<file path="src/rtl/ssb_pkg.sv">
package ssb_pkg;
  typedef enum logic [1:0] {
    SSB_SEQ    = 2'd0,
    SSB_STRIDE = 2'd1,
    SSB_INDIR  = 2'd2,
    SSB_RSVD   = 2'd3
  } ssb_mode_e;
endpackage

</file>
<file path="src/rtl/ssb_fifo.sv">
module ssb_fifo #(
  parameter int DW    = 32,
  parameter int DEPTH = 8
) (
  input  logic          clk,
  input  logic          rst_n,
  input  logic          wr_en,
  input  logic [DW-1:0] wr_data,
  input  logic          rd_en,
  output logic [DW-1:0] rd_data,
  output logic          empty
);
  localparam int PW = (DEPTH > 1) ? $clog2(DEPTH) : 1;
  localparam int CW = $clog2(DEPTH + 1);
  localparam logic [PW-1:0] LAST = PW'(DEPTH - 1);

  logic [DW-1:0] store [DEPTH];
  logic [PW-1:0] wp, rp;
  logic [CW-1:0] fill;

  function automatic logic [PW-1:0] bump(input logic [PW-1:0] p);
    return (p == LAST) ? '0 : p + PW'(1);
  endfunction

  always_ff @(posedge clk) begin
    if (wr_en) store[wp] <= wr_data;
  end

  always_ff @(posedge clk or negedge rst_n) begin
    if (!rst_n) begin
      wp   <= '0;
      rp   <= '0;
      fill <= '0;
    end else begin
      if (wr_en) wp <= bump(wp);
      if (rd_en) rp <= bump(rp);
      fill <= fill + CW'(wr_en) - CW'(rd_en);
    end
  end

  assign rd_data = store[rp];
  assign empty   = (fill == '0);
endmodule

</file>
<file path="src/rtl/ssb_credit.sv">
module ssb_credit #(
  parameter int DEPTH = 8
) (
  input  logic clk,
  input  logic rst_n,
  input  logic take,
  input  logic give,
  output logic room
);
  localparam int CW = $clog2(DEPTH + 1);
  logic [CW-1:0] used;

  always_ff @(posedge clk or negedge rst_n) begin
    if (!rst_n) used <= '0;
    else        used <= used + CW'(take) - CW'(give);
  end

  assign room = (used < CW'(DEPTH));
endmodule

</file>
<file path="src/rtl/ssb_addr_gen.sv">
module ssb_addr_gen
  import ssb_pkg::*;
#(
  parameter int AW   = 32,
  parameter int CNTW = 16,
  parameter int EB   = 4
) (
  input  logic            clk,
  input  logic            rst_n,
  input  logic            load,
  input  logic [AW-1:0]   base,
  input  logic [AW-1:0]   stride,
  input  logic [CNTW-1:0] count,
  input  logic [1:0]      mode,
  input  logic            advance,
  input  logic [AW-1:0]   idx,
  output logic [AW-1:0]   addr,
  output logic            pending,
  output logic            indir
);
  localparam bit POW2 = ((EB & (EB - 1)) == 0);
  localparam int SH   = (EB > 1) ? $clog2(EB) : 0;

  logic [AW-1:0]   stride_sel, step_in, idx_off;
  logic [AW-1:0]   base_q, step_q, cur_q;
  logic [CNTW-1:0] rem_q;
  logic            indir_q;

  assign stride_sel = (ssb_mode_e'(mode) == SSB_STRIDE) ? stride : AW'(1);

  generate
    if (POW2) begin : g_shift
      assign step_in = stride_sel << SH;
      assign idx_off = idx << SH;
    end else begin : g_mult
      assign step_in = stride_sel * AW'(EB);
      assign idx_off = idx * AW'(EB);
    end
  endgenerate

  always_ff @(posedge clk or negedge rst_n) begin
    if (!rst_n) begin
      base_q  <= '0;
      step_q  <= '0;
      cur_q   <= '0;
      rem_q   <= '0;
      indir_q <= 1'b0;
    end else if (load) begin
      base_q  <= base;
      step_q  <= step_in;
      cur_q   <= base;
      rem_q   <= count;
      indir_q <= (ssb_mode_e'(mode) == SSB_INDIR);
    end else if (advance) begin
      cur_q <= cur_q + step_q;
      rem_q <= rem_q - CNTW'(1);
    end
  end

  assign addr    = indir_q ? (base_q + idx_off) : cur_q;
  assign pending = (rem_q != '0);
  assign indir   = indir_q;
endmodule

</file>
<file path="src/rtl/stride_stream_buffer.sv">
module stride_stream_buffer #(
  parameter int AW    = 32,
  parameter int DW    = 32,
  parameter int CNTW  = 16,
  parameter int DEPTH = 8,
  parameter int EB    = 4
) (
  input  logic            clk,
  input  logic            rst_n,
  input  logic            start,
  input  logic [AW-1:0]   cfg_base,
  input  logic [AW-1:0]   cfg_stride,
  input  logic [CNTW-1:0] cfg_count,
  input  logic [1:0]      cfg_mode,
  output logic            busy,
  output logic            done,
  input  logic            idx_valid,
  output logic            idx_ready,
  input  logic [AW-1:0]   idx_data,
  output logic            mem_req_valid,
  input  logic            mem_req_ready,
  output logic [AW-1:0]   mem_req_addr,
  input  logic            mem_rsp_valid,
  input  logic [DW-1:0]   mem_rsp_data,
  output logic            out_valid,
  input  logic            out_ready,
  output logic [DW-1:0]   out_data
);
  logic            accept, room, pending, indir, empty;
  logic            req_fire, pop;
  logic            busy_q, done_q;
  logic [CNTW-1:0] left_q;

  assign accept = start && !busy_q;

  ssb_addr_gen #(.AW(AW), .CNTW(CNTW), .EB(EB)) u_agen (
    .clk(clk), .rst_n(rst_n), .load(accept),
    .base(cfg_base), .stride(cfg_stride), .count(cfg_count), .mode(cfg_mode),
    .advance(req_fire), .idx(idx_data),
    .addr(mem_req_addr), .pending(pending), .indir(indir)
  );

  assign mem_req_valid = busy_q && pending && room && (!indir || idx_valid);
  assign req_fire      = mem_req_valid && mem_req_ready;
  assign idx_ready     = busy_q && indir && pending && room && mem_req_ready;

  ssb_credit #(.DEPTH(DEPTH)) u_credit (
    .clk(clk), .rst_n(rst_n), .take(req_fire), .give(pop), .room(room)
  );

  ssb_fifo #(.DW(DW), .DEPTH(DEPTH)) u_fifo (
    .clk(clk), .rst_n(rst_n),
    .wr_en(mem_rsp_valid), .wr_data(mem_rsp_data),
    .rd_en(pop), .rd_data(out_data), .empty(empty)
  );

  assign out_valid = !empty;
  assign pop       = out_valid && out_ready;

  always_ff @(posedge clk or negedge rst_n) begin
    if (!rst_n) begin
      busy_q <= 1'b0;
      done_q <= 1'b0;
      left_q <= '0;
    end else if (accept) begin
      busy_q <= (cfg_count != '0);
      done_q <= (cfg_count == '0);
      left_q <= cfg_count;
    end else if (pop && busy_q) begin
      left_q <= left_q - CNTW'(1);
      if (left_q == CNTW'(1)) begin
        busy_q <= 1'b0;
        done_q <= 1'b1;
      end
    end
  end

  assign busy = busy_q;
  assign done = done_q;
endmodule

</file>
<file path="config.mk">
export PLATFORM = sky130hd
export DESIGN_NAME = stride_stream_buffer
export DESIGN_NICKNAME = d
export VERILOG_FILES = /design/src/rtl/ssb_pkg.sv /design/src/rtl/ssb_fifo.sv /design/src/rtl/ssb_credit.sv /design/src/rtl/ssb_addr_gen.sv /design/src/rtl/stride_stream_buffer.sv
export SDC_FILE = /design/constraint.sdc
export NUM_CORES = 1
export LEC_CHECK = 0
export CAP_MARGIN = 10
export CORE_MARGIN = 2
export CORE_UTILIZATION = 39
export DETAILED_ROUTE_END_ITERATION = 10
export HOLD_SLACK_MARGIN = 0.02
export SKIP_LAST_GASP = 1
export SLEW_MARGIN = 10
export SYNTH_ARGS = -nofsm -noshare
export SYNTH_HDL_FRONTEND = slang
export SYNTH_HIERARCHICAL = 1
export SYNTH_SLANG_ARGS = --single-unit
</file>
<file path="constraint.sdc">
create_clock -name clk -period 3.9 [get_ports clk]
set_input_delay 0.78 -clock clk [delete_from_list [all_inputs] [get_ports clk]]
set_output_delay 0.78 -clock clk [all_outputs]
set_load 0.05 [all_outputs]
</file>
* Word level (Yosys, flattened, before mapping)
Memories as Yosys holds them, arrays and structs flattened.
Index checks and enable logic that the tools add are counted.
** Cells by class
- Magnitude comparators :: 1
- Multiplexer cells :: 18
- Add/subtract/negate cells :: 10
- Reduce and logical (&&, ||, !) cells :: 23
- Equal/unequal tests :: 5
** Operators by type and width (count)
- $mux 32 :: 3
- $add 32x32->32 :: 2
- $mux 16 :: 4
- $reduce_bool 16->1 :: 2
- $sub 16x1->16 const B :: 2
- $mux 30 :: 1
- $eq 16x1->1 const B :: 1
- $logic_not 16->1 :: 1
- $logic_and 1x1->1 :: 11
- $add 4x1->4 :: 2
- $mux 1 :: 8
- $sub 4x1->4 :: 2
- $add 3x1->3 const B :: 2
- $eq 3x3->1 const B :: 2
- $mux 3 :: 2
- $reduce_bool 2->1 :: 3
- $logic_not 4->1 :: 1
- $lt 4x4->1 const B :: 1
- $logic_not 1->1 :: 3
- $eq 2x1->1 const B :: 1
- $eq 2x2->1 const B :: 1
- $reduce_and 2->1 :: 1
- $logic_or 1x1->1 :: 1
** Storage, ports and cells
- Input port bits :: 153
- Memories :: 1
- Register bits after elaboration :: 143
- Bits in writable memories :: 256
** Memories
- u_fifo.store :: words 8, width 32, rd ports 1, clocked after Yosys merged registers in 0, wr ports 1, RTL line ssb_fifo.sv:17 : logic [DW-1:0] store [DEPTH];

* Depth between registers and ports, before layout
- Word-level depth :: 7
- Depth in mapped cells :: 14
- Gate-level depth less buffers :: 13

* Cells and area by module
Netlist, hierarchy kept.
** Modules (own cells, without submodules)
- ssb_fifo :: cells each 493, area each 10203.5 um^2, instances 1, seq. area each 7937.6 um^2
- ssb_addr_gen :: cells each 903, area each 7828.8 um^2, instances 1, seq. area each 2777.7 um^2
- stride_stream_buffer :: cells each 127, area each 1124.8 um^2, instances 1, seq. area each 450.4 um^2
- ssb_credit :: cells each 22, area each 242.7 um^2, instances 1, seq. area each 100.1 um^2

* Least setup slack after synthesis
Ideal clock, no wire load.
- Kind :: input-to-output
- From :: input port idx_data[9]
- To :: output port mem_req_addr[31]
- Slack :: -0.379 ns
- Stages on the path :: 10
- Data arrival time :: 3.499 ns
- Buffers on the path :: 0
- Cells stage by stage :: ha_1 > a21o_1 > a31oi_1 > a2bb2oi_1 > a2bb2oi_1 > o211ai_1 > nand2_1 > o31ai_1 > o2111a_1 > nor3_1
** On the way
- Word-level cells in the longest chain between the ends :: 2
** Ends and longest elaborated chain
- from (decl) :: RTL line stride_stream_buffer.sv:19 : input logic [AW-1:0] idx_data,
- $add 32x32->32 :: RTL line ssb_addr_gen.sv:60 : assign addr = indir_q ? (base_q + idx_off) : cur_q;
- $mux 32 :: RTL line ssb_addr_gen.sv:60
- to (decl) :: RTL line stride_stream_buffer.sv:22 : output logic [AW-1:0] mem_req_addr,
No other way between the ends.

* Final worst setup path
- From :: input port idx_data[12]
- To :: output port mem_req_addr[31]
Same word-level chain as after synthesis.

==> summary.txt <==
STA
  – Achievable Freq: 0.243 GHz
  – Final Hold Viols: 0
  – Final Max Slew Viols: 0
  – RSZ-0062 raised after global routing: true
  – Setup TNS: -1550 ps
  – Tightest Pin Transition: 876 ps
  – Final setup margin: -211 ps
  – Final setup violation count: 12
  – Period utilization: 105%
  – Tmin final: 4110 ps
  – Final clock skew: 26.1 ps
  – Slew headroom: 41.6%

Logic synthesis
  – Syn_area_per_cell: 12.6 um^2
  – EDFF count, synth: 256
  – Netlist cell types: 79
  – Synth Instances: 1,545
  – Most frequent cells after synthesis: edfxtp_1 (256), nand2_1 (224), dfrtp_1 (143)
  – Share of the synthesized area in the top cell type: 39.6%
  – Yosys reg bits: 399
  – Post-synthesis sequential area ratio: 58.1%
  – Ys flop type: edfxtp_1
  – Warnings, synthesis: 6
  – Syn nets: 1,777
  – Yosys top cell by area: edfxtp_1
  – Synth Cell Area: 0.0194 mm^2
  – Most common cell in the netlist: edfxtp_1
  – Post-synthesis async set-or-reset flop share: 35.8%
  – Top post-synthesis cells by area: edfxtp_1 (40%), dfrtp_1 (18%), mux4_2 (7.4%)

Worst setup path
  – Cell Chain, Critical Path: dlygate4sd2_1 > ha_4 > buf_4 > a21oi_1 > o21ai_1 > buf_4 > a211o_1 > nand2_1 > o211ai_1 > nand2_1 > o31ai_4 > o2111a_1 > nor3_2 > clkbuf_16
  – WS Path Type: input port to output pin
  – Internal reg-to-reg setup slack: 610 ps
  – Req. time, crit path: 3120 ps
  – Worst r2r src: u_agen/rem_q[4]
  – Reg-to-reg critical path endpoint: u_agen/cur_q[28]
  – Startpoint Class: input port
  – Worst setup startpoint: idx_data[12]
  – Critical-path top delay cell: dlygate4sd2_1
  – Crit end category: output pin
  – R2R depth: 12
  – Worst-path maximum fanout: 3
  – Arrival @ worst endpoint: 3330 ps
  – WP buf/inv: 4
  – Top Family by Delay on Critical Path: compound AO/OA/AOI/OAI gates
  – Crit-path max cell delay: 270 ps

Pwr
  – Design Power: 22.7 mW
  – Worst vdd ir: 0.639 mV
  – PD cells: 905 mW/mm^2
  – Leakage: 9.85 nW

Floorplan
  – FP Rows: 81
  – Die width: 227 um
  – IO Count: 222
  – Die Height: 227 um
  – Die Footprint: 0.0515 mm^2
  – Core area: 0.0491 mm^2
  – Initial core utilization: 39.5%

Finish
  – Nets@finish: 2,086
  – Area grow syn2layout: 29.3%
  – Post-route design area: 0.0251 mm^2
  – Fin cells: 2,553
  – Fill count: 4,282
  – Layout cell share with drive strength beyond 1: 21.5%

Detailed routing
  – DR DRC count: 0
  – Initial drt markers: 849
  – Drt via density: 5.26
  – Wire per inst: 19.9 um
  – Via Count: 13,427
  – Overall routed net length: 50,800 um
  – Pre-Repair DR Iteration Count: 5
  – Final ANT Viol Nets: 0

Placed design
  – Gpl congestion: 0.904
  – Placed instance area: 0.0231 mm^2
  – Dpl ws: -849 ps
  – PortBufs: 217
  – Detailed-placement wirelength estimate: 33,900 um
  – Placed insts: 2,462

Clocking
  – H-Tree Depth: 2
  – CTS tree: done
  – CTS Sinks: 399
  – Worst skew pair latency: 590 ps
  – Hold buffers post-CTS: 0
  – Clock transition at path regs: 60 ps
  – TritonCTS buffer count: 44
  – CTS root buf: clkbuf_16
  – Clk buf depth: 3

Job
  – Max-cap viol count: 0

Global route
  – First-pass GRT wire length: 77,900 um
  – Global route overflow: 0
  – Largest net degree at the start of global routing: 72
  – Vias in the first global route: 13,915
  – Initial antenna violation count: 5
  – Gr usage total: 19.7%

Worst hold path
  – Worst hold path class: input port to async pin

Outcome
  – Outcome: finished with violations
  – Failing checks: setup timing
layout make-up:
cell class | count | area, um^2 | area share [%]
sequential | 399 | 11300 | 44.9
multi-input combinational | 993 | 8070 | 32.2
timing repair buffer | 318 | 3140 | 12.5
clock buffer | 55 | 1150 | 4.59
tap | 664 | 831 | 3.31
inverter | 98 | 370 | 1.48
clock inverter | 22 | 241 | 0.963
antenna | 4 | 10.0 | 0.0399
worst register-to-register path, stage by stage, from the launching register on:
cell and delay [ps]:
dfrtp_1 430, or4_1 610, nor4_2 250, nand2b_1 180, nor4_2 240, nand4b_1 130, nand3_1 150, a21oi_1 70
and2_2 300, clkinv_1 270, or3_1 170, mux2i_1 80, a211o_1 270
cells by family after synthesis:
family / count (synthesis) / share of synthesized area, %
xor gates and xnor gates: 66 / 2.98
and+or+nand+nor: 402 / 9.50
buffers and inverters: 153 / 3.24
adders and majority gates: 79 / 5.25
AOI/OAI and AO/OA: 328 / 10.6
DFF: 399 / 58.1
muxes: 118 / 10.4
registers in the layout, summed over array words and instances, names as in the netlist, 4 cells and up:
register,count
left_q,16
u_agen/base_q,32
u_agen/cur_q,32
u_agen/rem_q,16
u_agen/step_q,30
u_credit/used,4
u_fifo/fill,4
u_fifo/store,256
stage by stage:
stage / hold slack [ps] / utilization (%)
final: 225 / 51.1
after global placement: 500 / 47.1
after global routing: 267 / 51.1
after detailed placement: 501 / 47.1
after CTS: 231 / 50.6
after floorplan: 484 / -
power breakdown:
part / switching [mW] / internal [mW]
logic: 6.77 / 5.34
clock network: 1.74 / 2.26
registers: 0.941 / 5.66
timing repair:
item	CTS	global route
hold endpoints to repair	0	0
setup buffers	5	8
cloned	0	0
pin swaps	34	38
resized for setup	74	41
setup endpoints to repair	23	23
cells in the final DEF (no fill, tap or decap), drive strengths merged, types with 64 or more instances in the layout:
master and count:
a21oi 66, buf 164, clkdlybuf4s50 138, dfrtp 143, edfxtp 256, ha 75, inv 99, mux4 64
nand2 224, o21ai 142
worst max-delay path by stage:
stage	end	slack [ps]	cells after the start
floorplan	mem_req_addr[21]	4	10
global placement	mem_req_addr[30]	-870	15
detailed placement	mem_req_addr[30]	-850	15
CTS	mem_req_addr[15]	-330	12
global route	mem_req_addr[31]	-340	13
finish	mem_req_addr[31]	-210	14
routing by layer:
metal / GRT usage (%) / part of all wire [%] / vias to the layer above
met1: 26.2 / 44 / 6719
li1: - / - / 6316
met4: 5.23 / 2.2 / 4
met5: 0 / 0.043 / -
met2: 32.4 / 47 / 314
met3: 4.75 / 6.3 / 74
No activity file was read; power rests on OpenSTA's default activity.
